$ cat src/rtl/sem_pkg.sv
package sem_pkg;

    // Holder of one flag
    typedef enum logic [1:0] {
        OWN_NONE  = 2'b00,
        OWN_LEFT  = 2'b01,
        OWN_RIGHT = 2'b10
    } owner_e;

    // Kind of access a port presents in a cycle
    typedef enum logic [1:0] {
        ACC_NONE  = 2'b00,
        ACC_READ  = 2'b01,
        ACC_WRITE = 2'b10,
        ACC_CLASH = 2'b11
    } access_e;

    // Registered state of one flag
    typedef struct packed {
        owner_e owner;
        logic   wait_l;
        logic   wait_r;
    } flag_state_t;

    // Per-flag command from one port in one cycle
    typedef struct packed {
        logic claim;
        logic drop;
    } flag_cmd_t;

    localparam flag_state_t FLAG_RESET = '{owner: OWN_NONE, wait_l: 1'b0, wait_r: 1'b0};

    // Decode the port strobes into an access kind
    function automatic access_e classify(input logic sel_n, input logic mem_en_n,
                                         input logic rw, input logic out_en_n);
        if (sel_n)     return ACC_NONE;
        if (!mem_en_n) return ACC_CLASH;
        if (!rw)       return ACC_WRITE;
        if (!out_en_n) return ACC_READ;
        return ACC_NONE;
    endfunction

    // Next state of one flag given both ports' commands.
    // A holder that does not drop keeps the flag; otherwise the left
    // side wins among the wishing ports and the loser keeps waiting.
    function automatic flag_state_t arbitrate(input flag_state_t cur,
                                              input flag_cmd_t lc,
                                              input flag_cmd_t rc);
        flag_state_t nxt;
        logic held_l, held_r, keep_l, keep_r, want_l, want_r;
        held_l = (cur.owner == OWN_LEFT);
        held_r = (cur.owner == OWN_RIGHT);
        keep_l = held_l && !lc.drop;
        keep_r = held_r && !rc.drop;
        want_l = !held_l && !lc.drop && (cur.wait_l || lc.claim);
        want_r = !held_r && !rc.drop && (cur.wait_r || rc.claim);
        nxt = FLAG_RESET;
        if (keep_l) begin
            nxt.owner  = OWN_LEFT;
            nxt.wait_r = want_r;
        end else if (keep_r) begin
            nxt.owner  = OWN_RIGHT;
            nxt.wait_l = want_l;
        end else if (want_l) begin
            nxt.owner  = OWN_LEFT;
            nxt.wait_r = want_r;
        end else if (want_r) begin
            nxt.owner  = OWN_RIGHT;
        end
        return nxt;
    endfunction

endpackage

$ cat src/rtl/sem_port_decode.sv
module sem_port_decode
    import sem_pkg::*;
#(
    parameter int NUM_FLAGS = 8,
    parameter int DATA_W    = 8,
    parameter int ADDR_W    = 3
) (
    input  logic                               sel_n,
    input  logic                               mem_en_n,
    input  logic                               rw,
    input  logic                               oe_n,
    input  logic [ADDR_W-1:0]                  idx,
    input  logic [DATA_W-1:0]                  din,
    output flag_cmd_t [NUM_FLAGS-1:0]          cmd_vec,
    output logic                               rd_en
);

    access_e acc;
    logic    is_wr;
    logic    unused_din_hi;

    assign acc           = classify(sel_n, mem_en_n, rw, oe_n);
    assign is_wr         = (acc == ACC_WRITE);
    assign rd_en         = (acc == ACC_READ);
    assign unused_din_hi = ^din[DATA_W-1:1];

    for (genvar k = 0; k < NUM_FLAGS; k++) begin : g_hit
        logic hit;
        assign hit              = (idx == ADDR_W'(k));
        assign cmd_vec[k].claim = is_wr && hit && !din[0];
        assign cmd_vec[k].drop  = is_wr && hit &&  din[0];
    end

endmodule

$ cat src/rtl/sem_flag_cell.sv
module sem_flag_cell
    import sem_pkg::*;
(
    input  logic        clk,
    input  logic        rst,
    input  flag_cmd_t   cmd_l,
    input  flag_cmd_t   cmd_r,
    output flag_state_t state
);

    flag_state_t state_q;

    always_ff @(posedge clk) begin
        if (rst) begin
            state_q <= FLAG_RESET;
        end else begin
            state_q <= arbitrate(state_q, cmd_l, cmd_r);
        end
    end

    assign state = state_q;

endmodule

$ cat src/rtl/sem_read_mux.sv
module sem_read_mux #(
    parameter int NUM_FLAGS = 8,
    parameter int DATA_W    = 8,
    parameter int ADDR_W    = 3
) (
    input  logic [NUM_FLAGS-1:0] held_vec,
    input  logic [ADDR_W-1:0]    idx,
    input  logic                 rd_en,
    output logic [DATA_W-1:0]    dout,
    output logic                 dout_en
);

    logic flag_bit;

    always_comb begin
        flag_bit = 1'b1;
        for (int k = 0; k < NUM_FLAGS; k++) begin
            if (idx == ADDR_W'(k)) flag_bit = !held_vec[k];
        end
    end

    assign dout    = rd_en ? {DATA_W{flag_bit}} : '0;
    assign dout_en = rd_en;

endmodule

$ cat src/rtl/sem_exchange.sv
module sem_exchange
    import sem_pkg::*;
#(
    parameter  int NUM_FLAGS = 8,
    parameter  int DATA_W    = 8,
    localparam int ADDR_W    = $clog2(NUM_FLAGS)
) (
    input  logic              clk,
    input  logic              rst,
    input  logic              l_sel_n,
    input  logic              l_mem_en_n,
    input  logic              l_rw,
    input  logic              l_oe_n,
    input  logic [ADDR_W-1:0] l_idx,
    input  logic [DATA_W-1:0] l_din,
    output logic [DATA_W-1:0] l_dout,
    output logic              l_dout_en,
    input  logic              r_sel_n,
    input  logic              r_mem_en_n,
    input  logic              r_rw,
    input  logic              r_oe_n,
    input  logic [ADDR_W-1:0] r_idx,
    input  logic [DATA_W-1:0] r_din,
    output logic [DATA_W-1:0] r_dout,
    output logic              r_dout_en
);

    flag_cmd_t   [NUM_FLAGS-1:0] cmd_l;
    flag_cmd_t   [NUM_FLAGS-1:0] cmd_r;
    flag_state_t [NUM_FLAGS-1:0] flag_st;
    logic        [NUM_FLAGS-1:0] own_l_vec;
    logic        [NUM_FLAGS-1:0] own_r_vec;
    logic        [NUM_FLAGS-1:0] wait_l_vec;
    logic        [NUM_FLAGS-1:0] wait_r_vec;
    logic                        rd_l;
    logic                        rd_r;

    sem_port_decode #(.NUM_FLAGS(NUM_FLAGS), .DATA_W(DATA_W), .ADDR_W(ADDR_W)) u_dec_l (
        .sel_n    (l_sel_n),
        .mem_en_n (l_mem_en_n),
        .rw       (l_rw),
        .oe_n     (l_oe_n),
        .idx      (l_idx),
        .din      (l_din),
        .cmd_vec  (cmd_l),
        .rd_en    (rd_l)
    );

    sem_port_decode #(.NUM_FLAGS(NUM_FLAGS), .DATA_W(DATA_W), .ADDR_W(ADDR_W)) u_dec_r (
        .sel_n    (r_sel_n),
        .mem_en_n (r_mem_en_n),
        .rw       (r_rw),
        .oe_n     (r_oe_n),
        .idx      (r_idx),
        .din      (r_din),
        .cmd_vec  (cmd_r),
        .rd_en    (rd_r)
    );

    for (genvar k = 0; k < NUM_FLAGS; k++) begin : g_flag
        sem_flag_cell u_cell (
            .clk   (clk),
            .rst   (rst),
            .cmd_l (cmd_l[k]),
            .cmd_r (cmd_r[k]),
            .state (flag_st[k])
        );
        assign own_l_vec[k]  = (flag_st[k].owner == OWN_LEFT);
        assign own_r_vec[k]  = (flag_st[k].owner == OWN_RIGHT);
        assign wait_l_vec[k] = flag_st[k].wait_l;
        assign wait_r_vec[k] = flag_st[k].wait_r;
    end

    sem_read_mux #(.NUM_FLAGS(NUM_FLAGS), .DATA_W(DATA_W), .ADDR_W(ADDR_W)) u_rd_l (
        .held_vec (own_l_vec),
        .idx      (l_idx),
        .rd_en    (rd_l),
        .dout     (l_dout),
        .dout_en  (l_dout_en)
    );

    sem_read_mux #(.NUM_FLAGS(NUM_FLAGS), .DATA_W(DATA_W), .ADDR_W(ADDR_W)) u_rd_r (
        .held_vec (own_r_vec),
        .idx      (r_idx),
        .rd_en    (rd_r),
        .dout     (r_dout),
        .dout_en  (r_dout_en)
    );

endmodule

$ cat config.mk
export PLATFORM = sky130hd
export DESIGN_NAME = sem_exchange
export DESIGN_NICKNAME = d
export VERILOG_FILES = /design/src/rtl/sem_pkg.sv /design/src/rtl/sem_port_decode.sv /design/src/rtl/sem_flag_cell.sv /design/src/rtl/sem_read_mux.sv /design/src/rtl/sem_exchange.sv
export SDC_FILE = /design/constraint.sdc
export NUM_CORES = 1
export LEC_CHECK = 0
export BUFFER_PORTS_ARGS = -buffer_cell sky130_fd_sc_hd__buf_2
export CAP_MARGIN = 30
export CORE_AREA = 2 2 64 66
export CTS_CLUSTER_DIAMETER = 120
export DETAILED_ROUTE_END_ITERATION = 7
export DIE_AREA = 0 0 66 68
export PLACE_DENSITY = 0.77
export SKIP_LAST_GASP = 1
export SLEW_MARGIN = 20
export SYNTH_ARGS = -nofsm -noshare
export SYNTH_HDL_FRONTEND = slang
export SYNTH_SLANG_ARGS = --single-unit
$ cat constraint.sdc
create_clock -name clk -period 2.3 [get_ports clk]
set_clock_uncertainty 0.05 [all_clocks]
set_input_delay 0 -clock clk [delete_from_list [all_inputs] [get_ports clk]]
set_output_delay 0 -clock clk [all_outputs]
set_load 0.02 [all_outputs]
* Word level (Yosys, flattened, before mapping)
Cells that the tools add are included.
** Operators by class
- Bitwise logic cells :: 8
- Reductions and logical operators :: 164
- Mux-type cells :: 110
- Equal/unequal tests :: 34
** Operators by type and width (count)
- $logic_and 1x1->1 :: 96
- $mux 2 :: 40
- $mux 1 :: 68
- $logic_not 1->1 :: 34
- $eq 3x3->1 const B :: 8
- $reduce_or 3->1 :: 8
- $eq 2x1->1 const B :: 10
- $eq 2x2->1 const B :: 10
- $logic_or 1x1->1 :: 16
- $mux 8 :: 2
- $reduce_or 2->1 :: 8
- $eq 3x2->1 const B :: 4
- $not 1->1 :: 8
- $eq 3x1->1 const B :: 2
- $logic_not 3->1 :: 2
** Word-level totals
- Flip-flop bits (word level) :: 32

* Longest topological paths before layout
Gate-level depths: netlist of the first run.
- Word-level depth :: 21
- Mapped depth :: 6
- Depth with buffers taken out :: 5

* Hierarchy
Synthesis of the first run repeated with hierarchy kept, for this count alone.
** Unflattened totals
- Cell total of the unflattened synthesis :: 240
- Area, all modules :: 2144.6 um2
** By module, submodules not included
- sem_flag_cell :: instances 8, cells an instance 17, area an instance 165.2 um2, seq. area each 80.1 um2
- sem_port_decode :: instances 2, cells an instance 29, area an instance 207.7 um2, seq. area each 0.0 um2
- sem_read_mux :: instances 2, cells an instance 15, area an instance 133.9 um2, seq. area each 0.0 um2
- sem_exchange :: instances 1, cells an instance 16, area an instance 140.1 um2, seq. area each 0.0 um2

* Worst setup path before layout of the first run
OpenSTA, ideal clock, no wires.
- Path kind :: register to output
- From :: reg g_flag[0].u_cell.state_q, in the netlist g_flag[0].u_cell.state[3]
- To :: out l_dout[1]
- Stages on the path, launching flop included :: 6
- Setup slack :: -0.075 ns
- Path buffers :: 1
- Arrival time :: 2.325 ns
- Cells stage by stage :: dfxtp_1 -> and2b_2 -> mux4_2 -> nor2b_1 -> a211oi_1 -> buf_4
** On the way
- Longest elaborated chain between the ends :: 11
** Ends and longest elaborated chain
- from (decl) :: line sem_flag_cell.sv:11 : flag_state_t state_q;
- from (signal assigned) :: line sem_flag_cell.sv:17 : state_q <= arbitrate(state_q, cmd_l, cmd_r);
- $eq 2x1->1 :: line sem_exchange.sv:68 : assign own_l_vec[k] = (flag_st[k].owner == OWN_LEFT);
- $logic_not 1->1 :: line sem_read_mux.sv:18 : if (idx == ADDR_W'(k)) flag_bit = !held_vec[k];
- $mux 1 (8 in series) :: line sem_read_mux.sv:18
- $mux 8 :: line sem_read_mux.sv:22 : assign dout = rd_en ? {DATA_W{flag_bit}} : '0;
- to (decl) :: line sem_exchange.sv:16 : output logic [DATA_W-1:0] l_dout,
No other way between the ends.

* Final worst setup path of the first run
Ends and elaborated chain as after synthesis.

==> results of run 1 <==
==> critical path, stage by stage (launching register included) <==
cell and delay [ns]:
dfxtp_1 0.33, and2b_2 0.26, mux4_2 0.47, nor2b_1 0.16, a211oi_2 0.31, buf_2 0.24
==> per-layer routing <==
metal  share of wire [%]  vias to the layer above
met2                  47                       52
met3                 5.7                        6
met5                   0                        -
li1                    -                      896
met1                  46                      819
met4                 1.4                        0
==> metrics by stage <==
step	power [uW]	hold slack (ns)	utilization, %
after floorplan	655.3	0.04221	-
after global placement	687.3	0.2188	53.05
after detailed placement	688.3	0.2215	53.05
after CTS	1278	0.06246	56.33
after global routing	1316	0.08857	56.33
final	1269	0.07391	56.33
==> power groups by stage <==
stage / sequential, uW / clock [uW] / combinational [uW]
detailed placement: 571 / 0 / 118
floorplan: 570 / 0 / 85.0
global route: 558 / 626 / 132
CTS: 558 / 602 / 119
finish: 558 / 591 / 120
global placement: 570 / 0 / 117
==> layout by cell type, fill, tap and decap left out, types with 2 or more instances in the layout <==
cell type  instances
o21a_1             4
clkbuf_8           7
nand2b_1          10
o21ai_0            8
inv_1              6
a221oi_1           2
a31oi_1            6
and3_1             8
nor4bb_1           3
buf_2             35
nor4_1             3
o21bai_1           3
a211oi_1           4
nand2_1           23
nor3_1             4
nand3b_1           2
and2_1             4
nor2_1            29
nand3_1            7
mux4_2             2
or3_1              2
nor2b_1           13
a21oi_1           13
mux2i_1            4
o31ai_1            4
buf_4              3
dfxtp_1           32
==> cell families (layout without fill, tap and decap cells) <==
| kind of cell | Yosys count | in the layout | synth area share [%] |
|---|---|---|---|
| and+or+nand+nor | 120 | 120 | 34.33 |
| DFF | 32 | 32 | 33.22 |
| AOI/OAI and AO/OA | 54 | 54 | 18.63 |
| buffers and inverters | 31 | 52 | 8.825 |
| muxes | 7 | 7 | 4.997 |
==> area by class of cell <==
cell class	count	area, sq um	area share, %
inverter	6	22.52	1.037
sequential	32	640.6	29.49
clock inverter	1	30.03	1.382
clock buffer	7	96.34	4.435
timing repair buffer	38	197.7	9.101
tap	50	62.56	2.880
multi-input combinational	181	1122	51.67
==> worst paths after layout <==
check / depth (start not counted) / endpoint / from
worst min-delay path: 3 / g_flag[1].u_cell.state[3] / l_din[0]
worst max register to register: 5 / g_flag[3].u_cell.state[0] / g_flag[3].u_cell.state[2]
worst min register to register: 2 / g_flag[7].u_cell.state[0] / g_flag[7].u_cell.state[0]
worst max-delay path: 5 / l_dout[1] / g_flag[0].u_cell.state[3]
==> results.md, run 1 <==
- Run status: finished, final reports clean
- Critical path peak fanout: 8
- Hold-fix buffers, CTS: 0
- Port-buffer cells: 35
- Max Freq: about 480 MHz
- Clock power share: 46.6%
- Yosys top cell by area: dfxtp_1
- Gate power share: 9.5%
- Total setup buffers inserted after CTS: 0
- Synthesized cell area: 0.001928 sq mm
- Slew Limit Fails: 0
- Die height: 68 um
- Area growth syn-to-layout: 12.65%
- Hold Path Class: primary input to flip-flop
- Synth unique cells: 49
- Clk sinks: 32
- Async SR Flop Fraction: 0%
- Effective utilization at floorplan: 50.00%
- Drt initial violations: 125
- Remaining antenna violation count after routing: 0
- CP Class: flip-flop to output port
- Top cells by area, synth: dfxtp_1 33%, nor2_1 5.6%, buf_4 5.5%
- H-tree levels: 2
- Most crowded layer after global routing: met2
- Bufs on Longest Clock Path: 2
- Vias/cell: about 5.6
- Sequential share of power: 44.0%
- Yosys top cell area share: between 30% and 40%
- Cell with the most instances after synthesis: dfxtp_1
- Fin crit period: 2.097 ns
- Global-route wire length before repair: 6.989 mm
- Peak supply drop: 0.3147 mV
- Largest net degree at the start of global routing: 20
- Drt drc: 0
- Post-synth EDFFs: 0
- Worst-Margin Slew: about 0.66 ns
- Final setup viols: 0
- Max reg flops: 32
- Worst-skew pair later-pin latency: 0.29 ns
- Number of global-route vias before repair: 1468
- Yosys reg bits: 32
- Cell row count: 23
- Power per Cell Area: 584.0 mW/mm^2
- GR Util All Layers: between 20% and 30%
- Layout fillers: 382
- Die Footprint: 0.004488 sq mm
- Initial antenna violation count: 0
- Int Pwr: 978.8 uW
- Dpl ws: between 0.4 and 0.5 ns
- Avg Cell Area, Syn: 7.902 sq um
- Setup crit end kind: output port
- M1 GR Usage: 26.02%
- Ys Warns: 0
- CP arrival: between 2 and 2.5 ns
- Total of max-cap violations: 0
- Post-synth top flop: dfxtp_1
- Rel. slew slack: 55.61%
- Hpwl dp: 3.207 mm
- Num CTS Buffers: 5
- Drt first pass iters: 4
- Reg2reg setup slack: 0.86 ns
- Layout Nets: 296
- Setup crit start kind: flip-flop
- Via count: 1773
- Final hold viol count: 0
- TNS Setup: 0 ns
- Grt ovf: 0
- Final WS setup: 0.2034 ns
- Syn Inst Count: 244
- I/O Pins: 50
- Most common library cells after synthesis: 32 x dfxtp_1, 29 x nor2_1, 23 x nand2_1
- Syn Nets: 276
- CORE AREA: 0.003856 sq mm
- Dpl cells: 307
- Final wirelength: 4.361 mm
- TritonCTS clock tree: yes
- Final Cycle Share: 91.16%
- Routability cong.: 0.8657
- Avg WL per Cell: 13.84 um
- Global routing usage on met2: 35.73%
- RSZ-0062 raised after global routing: false
- Cts repair resizes: 0
- Sequential area share after synthesis: 33.23%
- Leak Pwr: 0.0008750 uW
- Sw Ratio: between 20% and 30%
- Post-DP Area: 0.002046 sq mm
- Critical Path RT: 2.25 ns
- Clock slew at reported path FFs: 0.06 ns
- Psw: around 290 uW
- Share of cells above drive strength 1: 21.89%
- Filler-free cell count of the finished design: 315
- CTS root buf: clkbuf_8
- Diode count: 0
- Met3 capacity usage during global routing: 4.934%
- Die width: 66 um
- Design area: 0.002172 sq mm
Power figures use the tool's default switching activity.
==> inputs of run 2 (changes only) <==
--- a/config.mk
+++ b/config.mk
@@ -7,13 +7,14 @@
 export LEC_CHECK = 0
 export BUFFER_PORTS_ARGS = -buffer_cell sky130_fd_sc_hd__buf_2
 export CAP_MARGIN = 30
-export CORE_AREA = 2 2 64 66
+export CORE_AREA = 2 2 67 69
 export CTS_CLUSTER_DIAMETER = 120
 export DETAILED_ROUTE_END_ITERATION = 7
-export DIE_AREA = 0 0 66 68
+export DIE_AREA = 0 0 69 71
 export PLACE_DENSITY = 0.77
 export SKIP_LAST_GASP = 1
 export SLEW_MARGIN = 20
 export SYNTH_ARGS = -nofsm -noshare
 export SYNTH_HDL_FRONTEND = slang
+export SYNTH_HIERARCHICAL = 1
 export SYNTH_SLANG_ARGS = --single-unit
==> run 2 against run 1 <==
Worst hold slack lost 0.0046 ns. Fmax grew 13%. Critical path depth is the same. Core utilization shrank 2.1 points. Power shrank 14%. Sequential share of layout area shrank 1.4 points. Sequential power is essentially flat. Clock power shrank 31%. Die area grew 9.2%. Via count shrank 3.7%. Combinational power is essentially flat. Design area grew 5.0%.
==> results.md, run 2 <==
- Total setup buffers inserted after CTS: 0 (unchanged)
- Adder-Cell Fraction of Synth Area: 0% (unchanged)
- Setup crit start kind: flip-flop
- Die Footprint: 0.004899 sq mm (+9.2%)
- Crit Reg-Reg Startpoint: g_flag[5].u_cell/state[3]
- RSZ-0062 raised after global routing: false
- Layout Nets: 286 (-3.4%)
- Final core occ: 54.23% (-2.1 points)
- Commonest non-fill, non-tap cell in the layout: nor2_1
- Critical Path RT: 2.25 ns (about the same)
- Drt first pass iters: 4 (unchanged)
- CP Class: flip-flop to output port
- Mux cell area share after synthesis: 5.834% (+0.84 points)
- Hold-fix buffers, CTS: 0 (unchanged)
- Buffer and inverter count on the worst path: 1 (unchanged)
- Grt ovf: 0 (unchanged)
- Crit path max-delay family: multiplexers
- Cell with the most instances after synthesis: nor2_1
- Top cells by area, synth: dfxtp_1 30%, nor2_1 7.0%, and2b_2 6.5%
- Cell row count: 24 (+4.3%)
- Drt drc: 0 (unchanged)
- Async SR Flop Fraction: 0% (unchanged)
- XOR/XNOR Fraction of Synth Area: 0% (unchanged)
- Synth unique cells: 27 (-45%)
- Critical path peak fanout: 8 (unchanged)
- Bufs on Longest Clock Path: 2 (unchanged)
- Peak supply drop: 0.2387 mV (-24%)
- Main combinational cell family by area after synthesis: simple AND/OR/NAND/NOR gates
- Run status: finished, final reports clean
- Setup crit end kind: output port
- Final hold viol count: 0 (unchanged)
- Dpl cells: 299 (-2.6%)
- Effective utilization at floorplan: 51.01% (+1.0 points)
- TritonCTS clock tree: yes
- Yosys top cell area share: 29.87% (-3.4 points)
- Via count: 1708 (-3.7%)
- Design area: 0.002280 sq mm (+5.0%)
- CTS root buf: clkbuf_8
- CORE AREA: 0.004204 sq mm (+9.0%)
- TNS Setup: 0 ns (unchanged)
- Area growth syn-to-layout: 6.301%
- Syn Nets: 272 (-1.4%)
- Drt initial violations: 108 (-14%)
- Share of cells above drive strength 1: 31.89% (+10 points)
- GR Util All Layers: 18.30% (-2.6 points)
- Remaining antenna violation count after routing: 0 (unchanged)
- Rel. slew slack: 65.29% (+9.7 points)
- Die width: 69 um (+4.5%)
- Total of max-cap violations: 0 (unchanged)
- Ys Warns: 6 (+6)
- Final Cycle Share: 80.96% (-10 points)
- I/O Pins: 50 (unchanged)
- Cts repair resizes: 0 (unchanged)
- Final wirelength: 4.181 mm (-4.1%)
- Routability cong.: 0.8523 (-1.5%)
- Worst-Margin Slew: 0.5134 ns (-0.1486 ns)
- Vias/cell: 5.582 (-0.83%)
- Post-synth EDFFs: 0 (unchanged)
- Worst-skew pair later-pin latency: 0.29 ns (about the same)
- Filler-free cell count of the finished design: 306 (-2.9%)
- Syn Inst Count: 240 (-1.6%)
- Initial antenna violation count: 0 (unchanged)
- Diode count: 0 (unchanged)
- Clock slew at reported path FFs: 0.07 ns (about the same)
- Max reg flops: 32 (unchanged)
- Yosys reg bits: 32 (unchanged)
- Synth Area in Compound Gates: 8.401% (-10 points)
- Slowest cell on crit path: dfxtp_1
- Slew Limit Fails: 0 (unchanged)
- Yosys top cell by area: dfxtp_1
- CP Launch Point: g_flag[6].u_cell/state[2]
- Max Freq: 537.0 MHz (+13%)
- Sequential area share after synthesis: 29.87% (-3.4 points)
- Post-DP Area: 0.002202 sq mm (+7.6%)
- Hold Path Class: primary input to flip-flop
- Crit-path cells: and2b_2 > mux2i_1 > mux4_2 > and2_1 > buf_2
- Largest stage delay, worst path: 0.39 ns (-0.08 ns)
- Post-synthesis simple-gate area fraction: 47.37% (+13 points)
- Largest net degree at the start of global routing: 17 (-15%)
- Num CTS Buffers: 5 (unchanged)
- CP arrival: 1.81 ns (-0.24 ns)
- Commonest cells after routing, fill and taps aside: 40 x nor2_1, 35 x buf_2, 32 x dfxtp_1
- Number of global-route vias before repair: 1630 (+11%)
- Port-buffer cells: 35 (unchanged)
- Post-synth top flop: dfxtp_1
- Hpwl dp: 3.219 mm (+0.38%)
- Avg WL per Cell: 13.66 um (-1.3%)
- Hold_sp: rst
- H-tree levels: 2 (unchanged)
- Synthesized cell area: 0.002145 sq mm (+11%)
- Leak Pwr: 0.0008603 uW (-1.7%)
- Power per Cell Area: 475.8 mW/mm^2 (-19%)
- Fin crit period: 1.862 ns (-0.2346 ns)
- Most common library cells after synthesis: 40 x nor2_1, 32 x dfxtp_1
- Final setup viols: 0 (unchanged)
- Avg Cell Area, Syn: 8.936 sq um (+13%)
- Global-route wire length before repair: 7.169 mm (+2.6%)
- Die height: 71 um (+4.4%)
- Clk sinks: 32 (unchanged)
[run 2: changes by cell type after synthesis, moves of 9 or more]
cell	delta
and2b_2	+15
a21oi_1	-13
nor2_1	+11
a211oi_1	+11
nor2b_1	-13
nor4_1	+9
nand2_1	-21
[run 2: per-layer routing]
metal  routed length [um]  global-route usage, %  vias to the layer above  part of all wire, %
met5                    0                      0                        -                    0
met4                   53                  7.190                        0                  1.3
met3                  238                  4.986                        5                  5.7
met2                 1963                  31.62                       46                   47
met1                 1926                  21.62                      783                   46
li1                     -                      -                      874                    -
[run 2: power breakdown]
group	switching [uW]	internal, uW
sequential	2.14	556
combinational	73.8	44.8
clock	203	205
total	278	806
[run 2: metrics by stage]
stage	total power [uW]	hold WS, ns	setup slack, ns
finish	1085	0.06932	0.4379
global route	1123	0.08552	0.3279
floorplan	663.0	0.02931	0.7494
detailed placement	688.8	0.2211	0.5413
global placement	687.4	0.2195	0.5434
CTS	1090	0.06123	0.4234
[run 2: kinds of logic after synthesis]
logic type | count (synthesis)
buf+inv | 28
flops | 32
simple gates | 146
mux | 10
compound gates | 24
[run 2: path summary, 6_finish.rpt]
path                                     to  slack (ns)  cells past startpoint
setup reg to reg  g_flag[5].u_cell/state[0]        1.22                      3
hold / removal    g_flag[0].u_cell/state[2]        0.07                      2
setup / recovery                  r_dout[6]        0.44                      5
hold reg to reg   g_flag[6].u_cell/state[0]        0.47                      2
[run 2: worst reg2reg max path, cell delays in order, from the launching register on]
cell and delay [ns]:
dfxtp_1 0.33, nand2b_1 0.18, a21o_1 0.21, nor4_2 0.22
[run 2: final cells by class]
cell class	count	area, sq um
well taps	52	65.06
clock buffers	6	72.57
multi-input cells	180	1321
clock inverters	1	5.005
flip-flops and latches	32	640.6
fillers	386	1924
repair buffers	35	175.2
==> inputs of run 3 (changes only) <==
--- a/config.mk
+++ b/config.mk
@@ -5,13 +5,14 @@
 export SDC_FILE = /design/constraint.sdc
 export NUM_CORES = 1
 export LEC_CHECK = 0
+export ABC_AREA = 1
 export BUFFER_PORTS_ARGS = -buffer_cell sky130_fd_sc_hd__buf_2
 export CAP_MARGIN = 30
-export CORE_AREA = 2 2 67 69
+export CORE_AREA = 2 2 72 74
 export CTS_CLUSTER_DIAMETER = 120
 export DETAILED_ROUTE_END_ITERATION = 7
-export DIE_AREA = 0 0 69 71
-export PLACE_DENSITY = 0.77
+export DIE_AREA = 0 0 74 76
+export PLACE_DENSITY = 0.76
 export SKIP_LAST_GASP = 1
 export SLEW_MARGIN = 20
 export SYNTH_ARGS = -nofsm -noshare
==> constraint.sdc (replaced) <==
create_clock -name clk -period 1.6 [get_ports clk]
set_clock_uncertainty 0.05 [all_clocks]
set_input_delay 0 -clock clk [delete_from_list [all_inputs] [get_ports clk]]
set_output_delay 0 -clock clk [all_outputs]
set_load 0.02 [all_outputs]
==> run 3 against run 2 <==
Worst hold slack improved by 0.12 ns. Via count increased by 34%. Largest power group unchanged. Highest routed layer unchanged. Core utilization fell by 0.58 points. Critical endpoint is now r_dout[5]. First-iteration DRC count is 37% higher. Global-route usage up 0.97 points. Worst setup slack got worse by 0.35 ns. Clock power increased by 69%. Critical path depth rose by 2. Register-to-register slack got worse by 0.53 ns. Area after synthesis grew 10%. Sequential power up 44%.
==> results.md, run 3 <==
- Crit-path cells: nor2_1 > nand2_1 > nand3_1 > nand3_1 > nand2_1 > nor2_4 > buf_2
- Dpl cells: 487 (+63%)
- Hold Path Class: primary input to flip-flop
- Share of cells above drive strength 1: 27.12% (-4.8 points)
- Clk sinks: 32 (unchanged)
- CP arrival: 1.47 ns (-0.34 ns)
- Post-synth EDFFs: 0 (unchanged)
- Peak supply drop: 0.3904 mV (+64%)
- Layout fillers: 499 (+29%)
- Yosys top cell by area: dfxtp_1
- Avg WL per Cell: 10.46 um (-23%)
- Via count: 2287 (+34%)
- Rel. slew slack: 73.93% (+8.6 points)
- Setup crit end kind: output port
- Crit path max-delay family: simple AND/OR/NAND/NOR gates
- Initial antenna violation count: 0 (unchanged)
- CTS root buf: clkbuf_8
- Effective utilization at floorplan: 48.19% (-2.8 points)
- Filler-free cell count of the finished design: 494 (+61%)
- Die width: 74 um (+7.2%)
- Drt initial violations: 148 (+37%)
- H-tree levels: 2 (unchanged)
- Area growth syn-to-layout: 11.31%
- Critical path peak fanout: 8 (unchanged)
- Power per Cell Area: 645.0 mW/mm^2 (+36%)
- Most common library cells after synthesis: 98 x nor2_1, 72 x nand2_1, 46 x inv_1
- Final hold viol count: 0 (unchanged)
- Syn Inst Count: 400 (+67%)
- Reg-to-Reg End: g_flag[0].u_cell/state[0]
- Crit Reg-Reg Startpoint: g_flag[0].u_cell/state[3]
- Dpl ws: 0.2580 ns (-0.2833 ns)
- Number of global-route vias before repair: 2039 (+25%)
- Async SR Flop Fraction: 0% (unchanged)
- Port-buffer cells: 35 (unchanged)
- Synthesized cell area: 0.002367 sq mm (+10%)
- Ys Warns: 6 (unchanged)
- Hold_sp: rst
- Area occupied by multi-input gates: 0.001335 sq mm (+1.0%)
- Sequential area share after synthesis: 27.06% (-2.8 points)
- Final WS setup: 0.08313 ns (-0.3548 ns)
- Final Cycle Share: 94.80%
- Bufs on Longest Clock Path: 2 (unchanged)
- Hpwl dp: 4.053 mm (+26%)
- Yosys top cell area share: 27.06% (-2.8 points)
- Setup crit start kind: flip-flop
- CORE AREA: 0.004912 sq mm (+17%)
- Remaining antenna violation count after routing: 0 (unchanged)
- R2R depth: 5 (+2)
- Slew Limit Fails: 0 (unchanged)
- Total setup buffers inserted after CTS: 0 (unchanged)
- Max reg flops: 32 (unchanged)
- Buffer and inverter count on the worst path: 1 (unchanged)
- Design area: 0.002635 sq mm (+16%)
- Worst-skew pair later-pin latency: 0.29 ns (about the same)
- Yosys reg bits: 32 (unchanged)
- Worst-Margin Slew: 0.3880 ns (-0.1253 ns)
- CP Class: flip-flop to output port
- TritonCTS clock tree: yes
- Largest stage delay, worst path: 0.39 ns (about the same)
- Reg area: 648.1 sq um (+1.2%)
- Top cells by area, synth: dfxtp_1 27%, nor2_1 16%, nand2_1 11%
- Max Freq: approximately 660 MHz
- Post-synth top flop: dfxtp_1
- GR Util All Layers: 19.26% (+0.97 points)
- Commonest non-fill, non-tap cell in the layout: nor2_1
- Final setup viols: 0 (unchanged)
- Routability cong.: 0.8277 (-2.9%)
- Die height: 76 um (+7.0%)
- Post-DP Area: 0.002500 sq mm (+14%)
- Hold EP: g_flag[0].u_cell/state[3]
- Final wirelength: 5.166 mm (+24%)
- Synth unique cells: 19 (-30%)
- Hold-fix buffers, CTS: 0 (unchanged)
- Cell with the most instances after synthesis: nor2_1
- Slowest cell on crit path: dfxtp_1
- Grt ovf: 0 (unchanged)
- Leak Pwr: 0.001098 uW (+28%)
- Layout Nets: 456 (+59%)
- Die Footprint: 0.005624 sq mm (+15%)
- Clock slew at reported path FFs: 0.07 ns (about the same)
- Diode count: 0 (unchanged)
- Num CTS Buffers: 5 (unchanged)
- Total of max-cap violations: 0 (unchanged)
- Largest net degree at the start of global routing: 14 (-3)
- Cell row count: 26 (+8.3%)
- Vias/cell: 4.630 (-17%)
- Critical Path RT: 1.55 ns (-0.70 ns)
- Run status: finished, final reports clean
- TNS Setup: 0 ns (unchanged)
- Drt first pass iters: 4 (unchanged)
- Commonest cells after routing, fill and taps aside: 94 x nor2_1, 72 x nand2_1, 46 x inv_1, 32 x buf_2, 30 x nand3_1
- Drt drc: 0 (unchanged)
- Avg Cell Area, Syn: 5.918 sq um (-34%)
- Worst Hold Depth: 4 (+2)
- Global-route wire length before repair: 8.514 mm (+19%)
- Fin crit period: 1.517 ns
- RSZ-0062 raised after global routing: true
- Reg2reg setup slack: 0.69 ns (-0.53 ns)
- Syn Nets: 432 (+59%)
- I/O Pins: 50 (unchanged)
[run 3: routing by layer]
layer / global-route usage, % / routed length, um
met4: 7.636 / 91
met5: 0 / 0
met2: 32.05 / 2554
met1: 23.40 / 2285
met3: 4.630 / 235
[run 3: worst min-delay path, cell delays in order]
cell	delay, ns
buf_2	0.20
inv_2	0.11
nand4_1	0.11
nand2_1	0.08
[run 3: kinds of logic after synthesis]
logic type             count (synthesis)  share of synthesized area, %
AOI/OAI and AO/OA                     18                         5.074
DFF                                   32                         27.06
and+or+nand+nor                      258                         50.32
buffers and inverters                 92                         17.55
[run 3: area by class of cell]
class                           instances  share of cell area, %
Timing Repair Buffer                   37                  7.502
Sequential cell                        32                  24.60
Multi-Input combinational cell        276                  50.66
Clock buffer                            7                  3.656
Inverter                               72                  10.26
Tap cell                               70                  3.324
[run 3: repair_timing]
item / in CTS / in global routing
resized for setup: 2 / 14
pin swaps: 0 / 2
setup endpoints to repair: 16 / 16
endpoints found under the hold margin: 0 / 0
[run 3: worst max-delay path by stage]
stage,from,to,cells past startpoint
floorplan,g_flag[4].u_cell/state[3],l_dout[1],7
global placement,g_flag[4].u_cell/state[2],r_dout[1],7
detailed placement,r_rw,g_flag[6].u_cell/state[3],8
CTS,g_flag[4].u_cell/state[2],r_dout[4],7
global route,g_flag[3].u_cell/state[3],r_dout[6],8
finish,g_flag[6].u_cell/state[2],r_dout[5],7
[run 3: stage by stage]
stage | util [%] | power, uW | hold WS (ns)
after global placement | 50.89 | 1017 | 0.2184
after floorplan | - | 963.2 | 0.1223
after CTS | 52.95 | 1708 | 0.1735
final | 53.64 | 1699 | 0.1862
after detailed placement | 50.89 | 1020 | 0.2201
after global routing | 53.64 | 1771 | 0.1856
[run 3: power by group]
group	internal [uW]	switching, uW
Clock	383	307
Sequential	799	3.96
Combinational	65.4	140
